==> config.mk <==
export PLATFORM = sky130hd
export DESIGN_NAME = updn_pair_counter
export DESIGN_NICKNAME = d
export VERILOG_FILES = /design/src/rtl/updn_pkg.sv /design/src/rtl/updn_dir_track.sv /design/src/rtl/updn_count_core.sv /design/src/rtl/updn_pair_counter.sv
export SDC_FILE = /design/constraint.sdc
export NUM_CORES = 1
export LEC_CHECK = 0
export BUFFER_PORTS_ARGS = -buffer_cell sky130_fd_sc_hd__buf_4
export CAP_MARGIN = 20
export CORE_ASPECT_RATIO = 1.2
export CORE_MARGIN = 5
export CORE_UTILIZATION = 32
export CTS_BUF_LIST = sky130_fd_sc_hd__clkbuf_4 sky130_fd_sc_hd__clkbuf_8 sky130_fd_sc_hd__clkbuf_16
export DETAILED_ROUTE_END_ITERATION = 7
export GPL_ROUTABILITY_DRIVEN = 0
export PLACE_DENSITY_LB_ADDON = 0.2
export SLEW_MARGIN = 20
export SYNTH_ARGS = -nofsm -noshare
export SYNTH_HDL_FRONTEND = slang
export SYNTH_HIERARCHICAL = 1
export SYNTH_SLANG_ARGS = --single-unit
==> constraint.sdc <==
create_clock -name clk -period 2.1 [get_ports clk]
set_input_delay 0 -clock clk [delete_from_list [all_inputs] [get_ports clk]]
set_output_delay 0 -clock clk [all_outputs]
set_load 0.03 [all_outputs]
==> src/rtl/updn_pkg.sv <==
package updn_pkg;
    // Direction state doubles as the two-bit direction code
    typedef enum logic [1:0] {
        DIR_NONE = 2'b00,
        DIR_DOWN = 2'b01,
        DIR_UP   = 2'b10,
        DIR_BOTH = 2'b11
    } dir_e;
endpackage

==> src/rtl/updn_dir_track.sv <==
module updn_dir_track
    import updn_pkg::*;
(
    input  logic       clk,
    input  logic       rst_n,
    input  logic       run,
    input  logic       up,
    input  logic       dn,
    input  logic       clr_chg,
    input  logic       irq_en,
    output logic [1:0] code,
    output logic       chg_flag,
    output logic       irq
);
    dir_e state, state_nxt;
    dir_e ev_dir;
    logic reversal;

    assign ev_dir = dir_e'({up, dn});

    // state register
    always_ff @(posedge clk) begin
        if (!rst_n) state <= DIR_NONE;
        else        state <= state_nxt;
    end

    // next state and reversal detection
    always_comb begin
        state_nxt = state;
        reversal  = 1'b0;
        if (run && (up || dn)) begin
            unique case (state)
                DIR_NONE: state_nxt = ev_dir;                 // FIRST_COUNT
                DIR_DOWN: begin
                    state_nxt = ev_dir;
                    reversal  = (ev_dir == DIR_UP);           // REVERSE_UP
                end
                DIR_UP: begin
                    state_nxt = ev_dir;
                    reversal  = (ev_dir == DIR_DOWN);         // REVERSE_DOWN
                end
                DIR_BOTH: state_nxt = ev_dir;                 // LEAVE_BOTH / TO_BOTH
            endcase
        end
    end

    // outputs: sticky reversal flag, set wins over clear
    always_ff @(posedge clk) begin
        if (!rst_n)        chg_flag <= 1'b0;
        else if (reversal) chg_flag <= 1'b1;
        else if (clr_chg)  chg_flag <= 1'b0;
    end

    assign code = state;
    assign irq  = chg_flag & irq_en;

    p_up_code_r5: assert property (@(posedge clk) disable iff (!rst_n)
        (run && up && !dn) |=> (code == 2'b10));
    p_both_code_r4: assert property (@(posedge clk) disable iff (!rst_n)
        (run && up && dn) |=> (code == 2'b11));
    p_chg_sticky_r6: assert property (@(posedge clk) disable iff (!rst_n)
        (chg_flag && !clr_chg) |=> chg_flag);
    p_rev_sets_r6: assert property (@(posedge clk) disable iff (!rst_n)
        (code == 2'b10 && run && dn && !up) |=> chg_flag);
endmodule

==> src/rtl/updn_count_core.sv <==
module updn_count_core #(
    parameter int W  = 16,
    parameter int NW = 8
) (
    input  logic         clk,
    input  logic         rst_n,
    input  logic         narrow,
    input  logic         run,
    input  logic         up,
    input  logic         dn,
    input  logic [W-1:0] reload,
    input  logic         clr_cmp,
    output logic [W-1:0] cnt,
    output logic         cmp_flag
);
    localparam logic [W-1:0] FULL_MAX   = '1;
    localparam logic [W-1:0] NARROW_MAX = FULL_MAX >> (W - NW);

    logic [W-1:0] lim, cnt_nxt;
    logic         run_q, start, up_only, dn_only, hit;

    assign lim     = narrow ? NARROW_MAX : FULL_MAX;
    assign start   = run & ~run_q;
    assign up_only = run & up & ~dn;
    assign dn_only = run & dn & ~up;

    always_comb begin
        cnt_nxt = cnt;
        hit     = 1'b0;
        if (up_only) begin
            cnt_nxt = (cnt == lim) ? '0 : cnt + 1'b1;
            hit     = (cnt_nxt == reload);
        end else if (dn_only) begin
            if (cnt == '0) begin
                cnt_nxt = reload;
                hit     = 1'b1;
            end else begin
                cnt_nxt = cnt - 1'b1;
            end
        end
        if (start && cnt == reload) hit = 1'b1;
    end

    always_ff @(posedge clk) begin
        if (!rst_n) begin
            cnt      <= '0;
            run_q    <= 1'b0;
            cmp_flag <= 1'b0;
        end else begin
            cnt   <= cnt_nxt;
            run_q <= run;
            if (hit)          cmp_flag <= 1'b1;
            else if (clr_cmp) cmp_flag <= 1'b0;
        end
    end

    p_both_hold_r4: assert property (@(posedge clk) disable iff (!rst_n)
        (run && up && dn) |=> (cnt == $past(cnt)));
    p_up_wrap_r2: assert property (@(posedge clk) disable iff (!rst_n)
        (run && up && !dn && cnt == lim) |=> (cnt == '0));
    p_underflow_r3: assert property (@(posedge clk) disable iff (!rst_n)
        (run && dn && !up && cnt == '0) |=> (cnt == $past(reload)));
    p_down_no_cmp_r9: assert property (@(posedge clk) disable iff (!rst_n)
        (dn_only && cnt != '0 && !start && !cmp_flag) |=> !cmp_flag);
endmodule

==> src/rtl/updn_pair_counter.sv <==
module updn_pair_counter #(
    parameter int CH_W = 8
) (
    input  logic                clk,
    input  logic                rst_n,
    input  logic                mode_wide,
    input  logic [1:0]          run,
    input  logic [1:0]          up_evt,
    input  logic [1:0]          dn_evt,
    input  logic [2*CH_W-1:0]   reload_val,
    input  logic [1:0]          irq_en,
    input  logic [1:0]          clr_dir_chg,
    input  logic [1:0]          clr_cmp_hit,
    output logic [2*CH_W-1:0]   count_val,
    output logic [1:0]          dir_code0,
    output logic [1:0]          dir_code1,
    output logic [1:0]          dir_chg,
    output logic [1:0]          cmp_hit,
    output logic [1:0]          irq
);
    localparam int WIDE_W = 2 * CH_W;

    logic [WIDE_W-1:0] cnt0, reload0;
    logic [CH_W-1:0]   cnt1;
    logic              split;
    logic              run1, up1, dn1, clr_chg1, clr_cmp1, en1;

    assign split    = ~mode_wide;
    assign reload0  = mode_wide ? reload_val : {{CH_W{1'b0}}, reload_val[CH_W-1:0]};
    // channel 1 controls and inputs are muted in wide mode
    assign run1     = run[1]         & split;
    assign up1      = up_evt[1]      & split;
    assign dn1      = dn_evt[1]      & split;
    assign clr_chg1 = clr_dir_chg[1] & split;
    assign clr_cmp1 = clr_cmp_hit[1] & split;
    assign en1      = irq_en[1]      & split;

    updn_count_core #(.W(WIDE_W), .NW(CH_W)) u_core0 (
        .clk(clk), .rst_n(rst_n), .narrow(split), .run(run[0]),
        .up(up_evt[0]), .dn(dn_evt[0]), .reload(reload0),
        .clr_cmp(clr_cmp_hit[0]), .cnt(cnt0), .cmp_flag(cmp_hit[0])
    );

    updn_count_core #(.W(CH_W), .NW(CH_W)) u_core1 (
        .clk(clk), .rst_n(rst_n), .narrow(1'b0), .run(run1),
        .up(up1), .dn(dn1), .reload(reload_val[WIDE_W-1:CH_W]),
        .clr_cmp(clr_cmp1), .cnt(cnt1), .cmp_flag(cmp_hit[1])
    );

    updn_dir_track u_dir0 (
        .clk(clk), .rst_n(rst_n), .run(run[0]), .up(up_evt[0]), .dn(dn_evt[0]),
        .clr_chg(clr_dir_chg[0]), .irq_en(irq_en[0]),
        .code(dir_code0), .chg_flag(dir_chg[0]), .irq(irq[0])
    );

    updn_dir_track u_dir1 (
        .clk(clk), .rst_n(rst_n), .run(run1), .up(up1), .dn(dn1),
        .clr_chg(clr_chg1), .irq_en(en1),
        .code(dir_code1), .chg_flag(dir_chg[1]), .irq(irq[1])
    );

    assign count_val = mode_wide ? cnt0 : {cnt1, cnt0[CH_W-1:0]};

    p_wide_freeze_r12: assert property (@(posedge clk) disable iff (!rst_n)
        mode_wide |=> ($stable(cnt1) && $stable(dir_code1) && $stable(cmp_hit[1])));
    p_split_low_r11: assert property (@(posedge clk) disable iff (!rst_n)
        (!mode_wide && !run[0]) |=> (count_val[CH_W-1:0] == $past(count_val[CH_W-1:0])));
endmodule

; After elaboration in Yosys (flattened, before gate mapping)
; Cells that the tools add are included.
[word_totals]
ff_bits = 34
input_bits = 31
out_inout_bits = 26
elab_cells = 106
[op_classes]
addsub = 4
eq_ne = 16
mux = 33
bitwise_logic = 25
reduce_logical = 18
[ops]
columns = op, n
row1 = 2-to-1 mux 16 bit, 7
row2 = equality test 16 bit, 3
row3 = 2-to-1 mux 8 bit, 4
row4 = AND 1 bit, 18
row5 = 2-to-1 mux 1 bit, 18
row6 = adder 16 x 1 -> 16 bit (second input constant), 1
row7 = equality test 8 bit, 2
row8 = logical NOT 16 bit, 1
row9 = subtractor 16 x 1 -> 16 bit (second input constant), 1
row10 = equality test 2 bit (second input constant), 6
row11 = nonzero test 2 bit, 6
row12 = adder 8 x 1 -> 8 bit (second input constant), 1
row13 = equality test 2 x 1 -> 1 bit (second input constant), 4
row14 = equality test 8 bit (second input constant), 1
row15 = logical NOT 8 bit, 1
row16 = OR reduction 4 bit, 2
row17 = subtractor 8 x 1 -> 8 bit (second input constant), 1
row18 = NOT 1 bit, 7
row19 = logical AND 1 bit, 4
row20 = logical NOT 2 bit, 2
row21 = 2-to-1 mux 2 bit, 2
row22 = case mux 1 bit (2 select lines), 2
row23 = logical OR 1 bit, 2

; Logic depth before layout (Yosys ltp)
; Gate-level depths: netlist of run 1.
[depth]
word_depth = 8
depth_mapped = 11
mapped_depth_nobuf = 9

; Modules after synthesis
; Netlist of run 1, hierarchy kept.
[by_module_without_submodules]
columns = module, n_inst, cells_each, area_per_inst_um2, seq_area_each_um2
row1 = updn_count_core at u_core0, 1, 298, 2222.1, 360.3
row2 = updn_count_core at u_core1, 1, 175, 1226.2, 200.2
row3 = updn_dir_track, 2, 18, 156.4, 60.1
row4 = updn_pair_counter, 1, 26, 220.2, 0.0

; Least setup slack after synthesis of run 1
; No wires, ideal clock.
[synth_timing]
path_type = register to register
from = reg u_core0.cnt[0]
to = reg u_core0.cnt[14]
setup_time_ps = 70
t_arrival_ps = 2149
required_ps = 2030
setup_slack_ps = -119
stages_incl_launch_ff = 11
n_path_buf = 1
synth_period_minus_slack_ps = 2219
cell_sequence = dfxtp_1 > buf_2 > inv_1 > ha_1 > or3b_4 > nor3_4 > nand2_2 > or3_1 > nand3_1 > o211ai_1 > a21boi_1
[synth_between]
elab_chain_len = 4
elab_cells_between_ends = 8
classes_between = add/sub: 2 / eq/ne: 1 / mux: 4 / reduce/logical: 1
[synth_rtl]
columns = item, line_no
row1 = start: declaration, updn_count_core.sv:13  ; output logic [W-1:0] cnt,
row2 = start signal: assignment, updn_count_core.sv:50  ; cnt <= cnt_nxt;
row3 = subtractor 16 x 1 -> 16 bit / logical NOT 16 bit (equally long branches), "updn_count_core.sv:38, updn_count_core.sv:34"
row4 = 2-to-1 mux 16 bit, updn_count_core.sv:34  ; if (cnt == '0) begin
row5 = 2-to-1 mux 16 bit, updn_count_core.sv:33  ; end else if (dn_only) begin
row6 = 2-to-1 mux 16 bit *, updn_count_core.sv:30  ; if (up_only) begin
; Mark *: on every way between the ends. The rest lies on a longest branch, timed or not. The select of a mux whose other input is x is not followed.
; A chain may end at the register's enable or synchronous reset.

; Worst setup path after layout of run 1
[layout_timing]
from = reg u_core0.cnt[1]
to = reg u_core0.cnt[14]
; Same word-level chain as after synthesis.

==> run metrics, run 1 <==
outcome complete, no violations; CTS clk-pin slew, worst paths 0.06 ns; Layout Nets 683; CTS tree done; clock share of power 23.1%; antenna viol nets, final 0; yosys synthesis warning count 6; startpoint types flop; Iteration-0 DRC Markers 311; routing usage on met3 3.076%; H-tree lvl count 2; final setup violation count 0; Relative slew margins 58.38%; I/O pin cnt 57; static leakage 2.140 nW; Pre-antenna DRT Iters 7; total die area 14770 µm²; MaxCap Viol Count 0; Worst Path Max Fanout 7; final core occ 42.86%; row count 44; largest net degree at the start of global routing 30; Worst VDD drop 0.3724 mV; global-route wire length before repair 22450 µm; Comb pwr share 53.7%; Pint 0.002030 W; Max Clk Rate 0.4787 GHz; vias 4483; vias per inst 5.562; DR DRC count 0; design area 5215 µm²; Core ar. 12170 µm²; Total GRT Usage 18.56%; Clock Skews 0.008617 ns; Mapped Cells 534; vias in the first global route 4295; Die Y-Extent 132.1 µm; clock sinks 34; hold crit path type in -> reg; mapped cell area 3978 µm²; WL final 14210 µm; area delta synth->final 31.11%; CP Class reg -> reg; area post-placement 4917 µm²; clock period minus worst slack 2.089 ns; ratio of cells with drive above 1 in the final layout 29.77%; Global Route met1 Usage 22.45%; Post-Syn Nets 573; unrepaired setup endpoints after global routing true; Worst EP required 2.32 ns; residual overflow from global routing 0; Most Crowded Layer GR met2; Tcrit/Tclk final 99.48%; R2R depth 9; Net Switching 0.001366 W; CTS max path bufs 2; met2 Resource Use GR 31.97%; initial antenna violation count 0; WL per Instance 17.63 µm; Mean Syn Cell Area 7.449 µm²; Die Wd 111.8 µm; Post-DP HPWL 11070 µm; Hold Path Stages 3; fillers 1254; Max Slew Vio Count 0; Worst Path Arrival 2.31 ns; Slew @ Worst Pin 0.6220 ns; hold slack 0.007561 ns; CTS buffer count 5; Root Buffer clkbuf_16; Setup TNS 0 ns; Clock Latency Late Sink 0.29 ns; n_diodes 0; Starting Density 32.69%; switch share 40.23%; area occupied by registers 695.7 µm²; Crit. End Element flop; IO buf count 56; Multi-input gate area 3035 µm²; Pwr Density 651.2 nW/µm²; sequential share of power 23.2%; Final Hold Vio Count 0
[state kept, by name, indices dropped and copies added, names as in the netlist]
signal,cells
u_dir0/code,2
u_core0/cmp_flag,1
u_dir1/code,2
u_dir1/chg_flag,1
u_core1/cnt,8
u_core1/run_q,1
u_dir0/chg_flag,1
u_core1/cmp_flag,1
u_core0/run_q,1
u_core0/cnt,16
[cell usage in the layout, fill, tap and decap left out, types with 5 or more instances in the layout]
cell type / instances
mux2i_1: 6
and3_1: 9
nand2_1: 47
xor2_1: 17
clkbuf_16: 5
nand3_1: 16
buf_4: 137
a31oi_1: 5
o31ai_1: 5
mux2_4: 5
or3_1: 6
xnor2_1: 24
o21ai_0: 25
nor3_1: 13
nor2_1: 37
inv_1: 14
o211ai_1: 11
nor2b_1: 24
and2_1: 13
ha_1: 7
nor3b_1: 6
dfxtp_1: 26
a21boi_0: 8
a22oi_1: 6
nor4_1: 11
nand2b_1: 9
dfxtp_2: 6
a21oi_1: 37
nand3b_1: 8
nand4_1: 7
[per-layer routing]
layer | share of wire, % | vias to the layer above
met5 | 0 | -
met4 | 4.2 | 0
met3 | 6.1 | 37
met2 | 49 | 176
met1 | 40 | 2089
li1 | - | 2181
[what timing repair did]
item	in CTS	in global routing
setup endpoints to repair	0	11
hold endpoints to repair	4	0
hold buffers	4	0
setup buffers	0	7
gates resized for setup	0	17
[final timing paths]
check	from	end	slack [ns]
max	u_core0/cnt[1]	u_core0/cnt[14]	0.01
min	reload_val[4]	u_core0/cnt[4]	0.008
max reg2reg	u_core0/cnt[1]	u_core0/cnt[14]	0.01
min reg2reg	u_dir0/code[0]	u_dir0/code[0]	0.48
[power by group through the flow]
| stage | clock network, W | registers [W] | logic (W) |
|---|---|---|---|
| 3_5_place_dp | 0 | 0.000803 | 0.00170 |
| 2_1_floorplan | 0 | 0.000811 | 0.00114 |
| 3_3_place_gp | 0 | 0.000800 | 0.00170 |
| 6_report | 0.000785 | 0.000787 | 0.00182 |
| 4_1_cts | 0.000811 | 0.000789 | 0.00171 |
| 5_1_grt | 0.000829 | 0.000796 | 0.00196 |
[worst max-delay path: stages (launching register included)]
cell and delay [ns]:
dfxtp_4 0.38, inv_4 0.07, ha_4 0.12, or3b_4 0.40
nor3_4 0.25, nand2_2 0.12, or3_1 0.38, nand3_1 0.09
o211ai_1 0.08, a21boi_1 0.13
[area by class of cell]
class | instances | share of cell area [%]
clock inverter | 1 | 0.09597
clock buffer | 7 | 2.807
tap | 161 | 3.863
sequential | 34 | 13.34
multi-input combinational | 446 | 58.21
inverter | 16 | 1.200
timing repair buffer | 141 | 20.49
[stage by stage]
stage               std cells  worst slack, ns  power [W]
floorplan                 534         -0.03608   0.001949
global placement          787          0.04731   0.002503
detailed placement        787          0.03294   0.002501
CTS                       799          0.01271   0.003314
global route              806          -0.1039   0.003587
finish                    806          0.01082   0.003396
Power figures use the tool's default switching activity.
==> inputs of run 2 (changes only) <==
- SETUP_SLACK_MARGIN: not set -> 0.05
==> run 2 against run 1 <==
Net effect:
- design area increased by 0.46%
- power increased by 0.30%
- non-clock buffer count decreased by 6
- maximum frequency increased by 3.1%
- first-iteration DRC count decreased by 17%
==> run metrics, run 2 (synthesis results as in run 1) <==
biggest regs u_core0/cnt x16, u_core1/cnt x8; Final Hold Vio Count 0 (unchanged); Hold Path Stages 3 (unchanged); largest net degree at the start of global routing 29 (-3.3%); Multi-input gate area 3060 µm² (+0.82%); Crit-path slowest cell dfxtp_4; Hold EP u_dir0/code[0]; Largest Register u_core0/cnt; Crit. End Element flop; Worst EP required 2.30 ns (-0.02 ns); total die area 14770 µm² (unchanged); vias per inst 5.599 (+0.66%); worst hold path startpoint dn_evt[0]; Starting Density 32.69% (unchanged); global-route wire length before repair 23560 µm (+4.9%); clock sinks 34 (unchanged); Core ar. 12170 µm² (unchanged); Worst Path Max Fanout 6 (-1); Max Slew Vio Count 0 (unchanged); most frequent cells in the layout buf_4, nand2_1, nor2_1, a21oi_1, o21ai_0; Total GRT Usage 19.56% (+1.0 points); Worst VDD drop 0.2846 mV (-24%); CP Class reg -> reg; Worst Path Arrival 2.22 ns (-0.09 ns); Slew @ Worst Pin 0.6634 ns (+0.04147 ns); ratio of cells with drive above 1 in the final layout 30.36% (+0.59 points); residual overflow from global routing 0 (unchanged); WL per Instance 18.26 µm (+3.6%); vias 4479 (-0.089%); launch point of the worst reg-to-reg path u_core0/cnt[1]; Pre-antenna DRT Iters 6 (-1); commonest non-fill, non-tap cell in the layout buf_4; uppermost layer routed met4; H-tree lvl count 2 (unchanged); Max Clk Rate 0.4934 GHz (+3.1%); CTS tree done; antenna viol nets, final 0 (unchanged); Clock Skews 0.007739 ns (-0.0008783 ns); Largest register FFs 16 (unchanged); Relative slew margins 55.61% (-2.8 points); Root Buffer clkbuf_16; area occupied by registers 709.4 µm² (+2.0%); Tot Pwr 0.003406 W (+0.30%); Met2 Wirelength 7291 µm (+3.8%); CTS buffer count 5 (unchanged); WL final 14610 µm (+2.9%); Reg-to-Reg End u_core0/cmp_flag; Post-Route M1 WL 5893 µm (+3.0%); R2R depth 8 (-1); static leakage 2.110 nW (-1.4%); outcome complete, no violations; WL met3 819 µm (-5.4%); Tcrit/Tclk final 96.51% (-3.0 points); CTS clk-pin slew, worst paths 0.06 ns (about the same); DR DRC count 0 (unchanged); fillers 1229 (-2.0%); Worst R2R Setup Slack 0.07 ns (+0.06 ns); Pwr Density 650.2 nW/µm² (-0.16%); design area 5239 µm² (+0.46%); initial antenna violation count 0 (unchanged); Clock Latency Late Sink 0.29 ns (about the same); Die Wd 111.8 µm (unchanged); clock period minus worst slack 2.027 ns (-0.06244 ns); Iteration-0 DRC Markers 258 (-17%); Die Y-Extent 132.1 µm (unchanged); n_diodes 0 (unchanged); vias in the first global route 4456 (+3.7%); Post-DP HPWL 11130 µm (+0.61%); row count 44 (unchanged); area delta synth->final 31.71%; final setup violation count 0 (unchanged); most frequent CP cell o21ai_0; CTS max path bufs 2 (unchanged); hold crit path type in -> reg; crit path cell chain buf_4 > and4_4 > nand4_1 > xor2_1 > o22ai_1 > o21ai_0 > o21ai_0 > o41ai_2; crit-path max cell delay 0.39 ns (about the same); final core occ 43.06% (+0.20 points); MaxCap Viol Count 0 (unchanged); Layout Nets 677 (-0.88%); area post-placement 4915 µm² (about the same); unrepaired setup endpoints after global routing true; I/O pin cnt 57 (unchanged); IO buf count 56 (unchanged); startpoint types flop
==> run 2: changes by cell type in the layout (fill, tap and decap cells not counted), moves of 2 or more <==
cell      delta
buf_12       +2
a221oi_1     +2
dfxtp_4      +4
buf_4        -9
a221oi_2     -2
dfxtp_1      -3
nand3_1      -2
==> run 2: stage by stage <==
stage	setup slack, ns	std cells	setup TNS [ns]	hold slack [ns]
CTS	0.06596	793	0	0.03438
finish	0.07326	800	0	0.04668
global route	-0.04606	800	-0.09557	0.07112
global placement	0.06781	780	0	0.2719
floorplan	0.02906	534	0	0.1189
detailed placement	0.02066	780	0	0.2737
==> run 2: critical path, delay by kind of cell (launching register included) <==
family / cells / cell delay [ns]
XOR/XNOR: 1 / 0.25
AO/OA/AOI/OAI: 4 / 0.72
flip-flops: 1 / 0.39
buffers and inverters: 1 / 0.14
AND/OR/NAND/NOR: 2 / 0.44
==> run 2: worst max-delay path by stage <==
| stage | start | end |
|---|---|---|
| floorplan | u_core0/cnt[1] | u_core0/cnt[14] |
| global placement | u_core0/cnt[1] | u_core0/cnt[12] |
| detailed placement | u_core0/cnt[1] | u_core0/cnt[12] |
| CTS | u_core0/cnt[3] | u_core0/cmp_flag |
| global route | u_core0/cnt[0] | u_core0/cnt[8] |
| finish | u_core0/cnt[1] | u_core0/cmp_flag |
==> run 2: area by class of cell <==
cell class                 count  share of cell area (%)
multi-input combinational    446                   58.42
timing repair buffer         135                   20.06
sequential                    34                   13.54
tap                          161                   3.845
clock buffer                   7                   2.794
inverter                      16                   1.242
clock inverter                 1                 0.09553
==> run 2: what timing repair did <==
item	in CTS	in global routing
resized for setup	5	15
setup endpoints to repair	6	18
pin swaps	1	8
hold endpoints to repair	5	0
buffers inserted	0	7
hold buffers	5	0
==> run 2: per-layer routing <==
layer | vias to the layer above | global-route usage (%)
li1 | 2159 | -
met1 | 2103 | 23.69
met2 | 175 | 34.47
met3 | 42 | 2.525
met4 | 0 | 8.316
met5 | - | 0
==> run 2: where the power goes <==
group          switching [W]  internal (W)
logic               0.000980      0.000834
clock network       0.000309      0.000484
registers          0.0000936      0.000704
total                0.00138       0.00202
